==> src/rtl/burst_pkg.sv <==
package burst_pkg;
  localparam int BEAT_W = 2;
  typedef logic [BEAT_W-1:0] beat_t;

  typedef enum logic {
    ORD_LINEAR = 1'b0,
    ORD_INTLV  = 1'b1
  } order_e;

  // Low address bits for beat n of a burst that started at s.
  function automatic beat_t map_beat(order_e ord, beat_t s, beat_t n);
    beat_t res;
    if (ord == ORD_INTLV) res = s ^ n;
    else                  res = beat_t'(s + n);
    return res;
  endfunction
endpackage

==> src/rtl/burst_rst_sync.sv <==
module burst_rst_sync #(
  parameter int STAGES = 2
) (
  input  logic clk,
  input  logic rst_n,
  output logic rst_sync_n
);
  logic [STAGES-1:0] sync_q;

  always_ff @(posedge clk or negedge rst_n) begin
    if (!rst_n) sync_q <= '0;
    else        sync_q <= {sync_q[STAGES-2:0], 1'b1};
  end

  assign rst_sync_n = sync_q[STAGES-1];
endmodule

==> src/rtl/burst_beat_ctr.sv <==
module burst_beat_ctr
  import burst_pkg::*;
(
  input  logic  clk,
  input  logic  rst_n,
  input  logic  load,
  input  logic  adv_n,
  output beat_t beat
);
  beat_t beat_q, beat_d;
  logic  beat_en;

  always_comb begin
    beat_en = load | ~adv_n;
    if (load) beat_d = '0;
    else      beat_d = beat_q + beat_t'(1);
  end

  always_ff @(posedge clk or negedge rst_n) begin
    if (!rst_n)       beat_q <= '0;
    else if (beat_en) beat_q <= beat_d;
  end

  assign beat = beat_q;
endmodule

==> src/rtl/burst_base_reg.sv <==
module burst_base_reg
  import burst_pkg::*;
#(
  parameter int ADDR_W = 17
) (
  input  logic              clk,
  input  logic              rst_n,
  input  logic              load,
  input  logic [ADDR_W-1:0] start_addr,
  output logic [ADDR_W-1:BEAT_W] upper,
  output beat_t             start_low
);
  localparam int UPPER_W = ADDR_W - BEAT_W;

  logic [UPPER_W-1:0] upper_q, upper_d;
  beat_t              low_q, low_d;

  always_comb begin
    upper_d = start_addr[ADDR_W-1:BEAT_W];
    low_d   = start_addr[BEAT_W-1:0];
  end

  always_ff @(posedge clk or negedge rst_n) begin
    if (!rst_n) begin
      upper_q <= '0;
      low_q   <= '0;
    end else if (load) begin
      upper_q <= upper_d;
      low_q   <= low_d;
    end
  end

  assign upper     = upper_q;
  assign start_low = low_q;
endmodule

==> src/rtl/burst_addr_gen.sv <==
module burst_addr_gen
  import burst_pkg::*;
#(
  parameter int ADDR_W    = 17,
  parameter int RST_STAGES = 2
) (
  input  logic              clk,
  input  logic              rst_n,
  input  logic              load,
  input  logic [ADDR_W-1:0] start_addr,
  input  logic              adv_n,
  input  logic              order_sel,
  output logic [ADDR_W-1:0] addr_out
);
  logic                   rst_q_n;
  beat_t                  beat;
  beat_t                  start_low;
  logic [ADDR_W-1:BEAT_W] upper;
  beat_t                  low_out;

  burst_rst_sync #(.STAGES(RST_STAGES)) u_rst (
    .clk        (clk),
    .rst_n      (rst_n),
    .rst_sync_n (rst_q_n)
  );

  burst_base_reg #(.ADDR_W(ADDR_W)) u_base (
    .clk        (clk),
    .rst_n      (rst_q_n),
    .load       (load),
    .start_addr (start_addr),
    .upper      (upper),
    .start_low  (start_low)
  );

  burst_beat_ctr u_beat (
    .clk   (clk),
    .rst_n (rst_q_n),
    .load  (load),
    .adv_n (adv_n),
    .beat  (beat)
  );

  always_comb begin
    low_out = map_beat(order_e'(order_sel), start_low, beat);
  end

  assign addr_out = {upper, low_out};
endmodule

==> config.mk <==
export PLATFORM = sky130hd
export DESIGN_NAME = burst_addr_gen
export DESIGN_NICKNAME = d
export VERILOG_FILES = /design/src/rtl/burst_pkg.sv /design/src/rtl/burst_rst_sync.sv /design/src/rtl/burst_beat_ctr.sv /design/src/rtl/burst_base_reg.sv /design/src/rtl/burst_addr_gen.sv
export SDC_FILE = /design/constraint.sdc
export NUM_CORES = 1
export LEC_CHECK = 0
export BUFFER_PORTS_ARGS = -buffer_cell sky130_fd_sc_hd__buf_2
export CORE_MARGIN = 10
export CORE_UTILIZATION = 48
export CTS_CLUSTER_DIAMETER = 30
export DETAILED_ROUTE_END_ITERATION = 8
export GPL_TIMING_DRIVEN = 0
export HOLD_SLACK_MARGIN = 0.08
export PLACE_DENSITY_LB_ADDON = 0.12
export SYNTH_ARGS = -nofsm -noshare
export SYNTH_HDL_FRONTEND = slang
export SYNTH_SLANG_ARGS = --single-unit
==> constraint.sdc <==
create_clock -name clk -period 1.3 [get_ports clk]
set_input_delay 0 -clock clk [delete_from_list [all_inputs] [get_ports clk]]
set_output_delay 0 -clock clk [all_outputs]
set_load 0.005 [all_outputs]
==> impl_metrics.tcl <==
set metrics [dict create \
    clkTransAtPathRegs_ns 0.11 \
    totalNegativeSetupSlack_ns 0 \
    routed-wl-met3_um 105 \
    clk_latency_ns 0.30 \
    leakagePower_nw 0.6494 \
    core_area_um2 1708 \
    clockRootBuffer "clkbuf_4" \
    r2r_cells 5 \
    antenna_found_initial 0 \
    finalInstanceArea_um2 1326 \
    cts_tree "yes" \
    critical_path.top_delay_family "flip-flops" \
    cap_violations 0 \
    worst-path-stages 4 \
    die_h_um 62.04 \
    route.met2.wl_um 1226 \
    syn_inst 50 \
    via_count 622 \
    yosysWarningCount 0 \
    critPathMaxFanout 2 \
    drc 0 \
    grt_pass1_wl_um 3305 \
    clkPwrFrac 0.225 \
    finalHoldViolCount 0 \
    worstPathCellList "ha_2 -> nor2b_4 -> xnor2_1 -> buf_2" \
    whs_ns 0.3218 \
    grt_pass1_vias 678 \
    vias_per_cell 4.475 \
    grt_usage 0.1173 \
    cts_buffers 3 \
    top_layer "met4" \
    rsz0062_at_grt "true" \
    p_int_mw 1.026 \
    final_common_cell "buf_2" \
    io_pins 39 \
    wirelength_um 2091 \
    clockBufferDepth 2 \
    setup_violations 0 \
    multi_input_area_um2 301.5 \
    grt_max_degree 20 \
    combPwrFrac 0.212 \
    power_density_nw_per_um2 1009 \
    wl_per_cell_um 15.04 \
    htreeDepth 1 \
    ant_nets 0 \
    rr_endpoint "u_beat.beat[1]$_DFFE_PN0P_" \
    fin_crit_ns 1.244 \
    syn_nets 73 \
    clock_sinks 21 \
    grt_overflow 0 \
    critPathKind "reg2out" \
    required_ns 1.30 \
    start_kind "flip-flop" \
    netSwitchingPower_uw 312.8 \
    hp-class "reg2async" \
    area_growth_pct 56.34 \
    gp_congestion 0.6993 \
    fillCellCount 118 \
    firstDrtPassIters 2 \
    finalCritPeriodShare 0.9569 \
    finalMaxSlewViolations 0 \
    r2r_slack_ns 0.21 \
    wl_met1_um 723 \
    status "completed" \
    seq_area_um2 525.5 \
    syn-cell-area_um2 848.3 \
    layout_common_cells "buf_2 (37), dlygate4sd3_1 (21), dfrtp_1 (21)" \
    ys_seq_area_frac 0.6195 \
    finalNetCount 138 \
    r2r-start "u_beat.beat[0]$_DFFE_PN0P_" \
    skew_ns 0.003463 \
    vdd_drop_max_mv 0.7569 \
    io_buffers 37 \
    sw_frac_of_total 0.2337 \
    cp_slowest_cell "dfrtp_1" \
    fmax_mhz 803.9 \
    die_area_um2 3849 \
    rows 15 \
    dieWidth_um 62.04 \
    placed_area_um2 1065 \
    avgSynthCellArea_um2 16.97 \
    worst_pin_slew_ns 0.7594 \
    endpoint_kind "primary output" \
    timing.slew.headroom 0.4938 \
    cp_num_buf_inv 1 \
    place_hpwl_um 1390 \
    ys_seq_elements 21 \
    initial_core_util 0.4967 \
    antennaDiodeCount 0 \
    p_seq_frac 0.563 \
    max_stage_delay_ns 0.40 \
    cp.arrival_ns 1.24 \
    drive_above_1_share 0.5526 \
    drt_iter0_markers 10 \
    ys_types 11 \
]
registers in the layout (all words and copies together), names as in the netlist:
| register | cells |
|---|---|
| u_base.upper | 15 |
| u_base.start_low | 2 |
| u_rst.sync_q | 2 |
| u_beat.beat | 2 |
through the flow:
stage	cells	power [mW]	setup slack, ns	utilization
4_1_cts	138	1.356	0.0001237	0.7663
3_3_place_gp	112	0.9890	0.3654	0.6234
2_1_floorplan	50	0.8842	0.4715	-
3_5_place_dp	112	0.9952	0.3346	0.6234
5_1_grt	139	1.422	-0.05758	0.7766
6_report	139	1.339	0.05599	0.7766
synthesized netlist by cell type:
| master | n | area (um^2) |
|---|---|---|
| mux2_2 | 9 | 101.4 |
| buf_12 | 1 | 20.02 |
| buf_6 | 1 | 11.26 |
| mux2_4 | 8 | 120.1 |
| conb_1 | 1 | 3.750 |
| xnor2_1 | 3 | 26.28 |
| nor2b_1 | 3 | 18.77 |
| nor2_1 | 1 | 3.750 |
| ha_1 | 1 | 12.51 |
| dfrtp_1 | 21 | 525.5 |
| nor3_1 | 1 | 5.000 |
layer usage:
metal	vias to the layer above	track usage
li1	297	-
met1	308	0.1247
met2	13	0.2164
met3	4	0.03252
met4	0	0.03822
met5	-	0
cell families after synthesis:
group                    synth area share
other                            0.004421
XOR/XNOR                          0.03098
adder cells (fa/ha/maj)           0.01475
flip-flops                         0.6195
buffers and inverters             0.03687
AND/OR/NAND/NOR                   0.03244
multiplexers                       0.2611
final cells by class:
| type | instances | area share |
|---|---|---|
| Tap cell | 25 | 0.02358 |
| Clock buffer | 4 | 0.01981 |
| Timing Repair Buffer | 60 | 0.3094 |
| Buffer | 2 | 0.02358 |
| Multi-Input combinational cell | 27 | 0.2274 |
| Sequential cell | 21 | 0.3962 |
power by group through the flow:
stage / clock network [mW] / registers [mW] / logic, mW
floorplan: 0 / 0.768 / 0.116
global placement: 0 / 0.766 / 0.223
detailed placement: 0 / 0.769 / 0.227
CTS: 0.320 / 0.755 / 0.281
global route: 0.346 / 0.766 / 0.310
finish: 0.301 / 0.754 / 0.284
worst max path at each step:
stage | startpoint | to | slack, ns
2_1_floorplan | u_beat.beat[0]$_DFFE_PN0P_ | addr_out[1] | 0.47
3_3_place_gp | u_beat.beat[0]$_DFFE_PN0P_ | addr_out[1] | 0.37
4_1_cts | u_beat.beat[0]$_DFFE_PN0P_ | addr_out[1] | 0.0001
6_report | u_base.start_low[0]$_DFFE_PN0P_ | addr_out[1] | 0.06
3_5_place_dp | u_beat.beat[0]$_DFFE_PN0P_ | addr_out[1] | 0.33
5_1_grt | u_beat.beat[0]$_DFFE_PN0P_ | addr_out[1] | -0.06
timing repair:
action | 4_1_cts | 5_1_grt
endpoints found under the setup margin | 1 | 1
endpoints found under the hold margin | 21 | 0
resized for setup | 0 | 3
pin swaps | 0 | 2
hold buffers | 21 | 0
setup buffers | 1 | 1
Power figures use the tool's default switching activity.
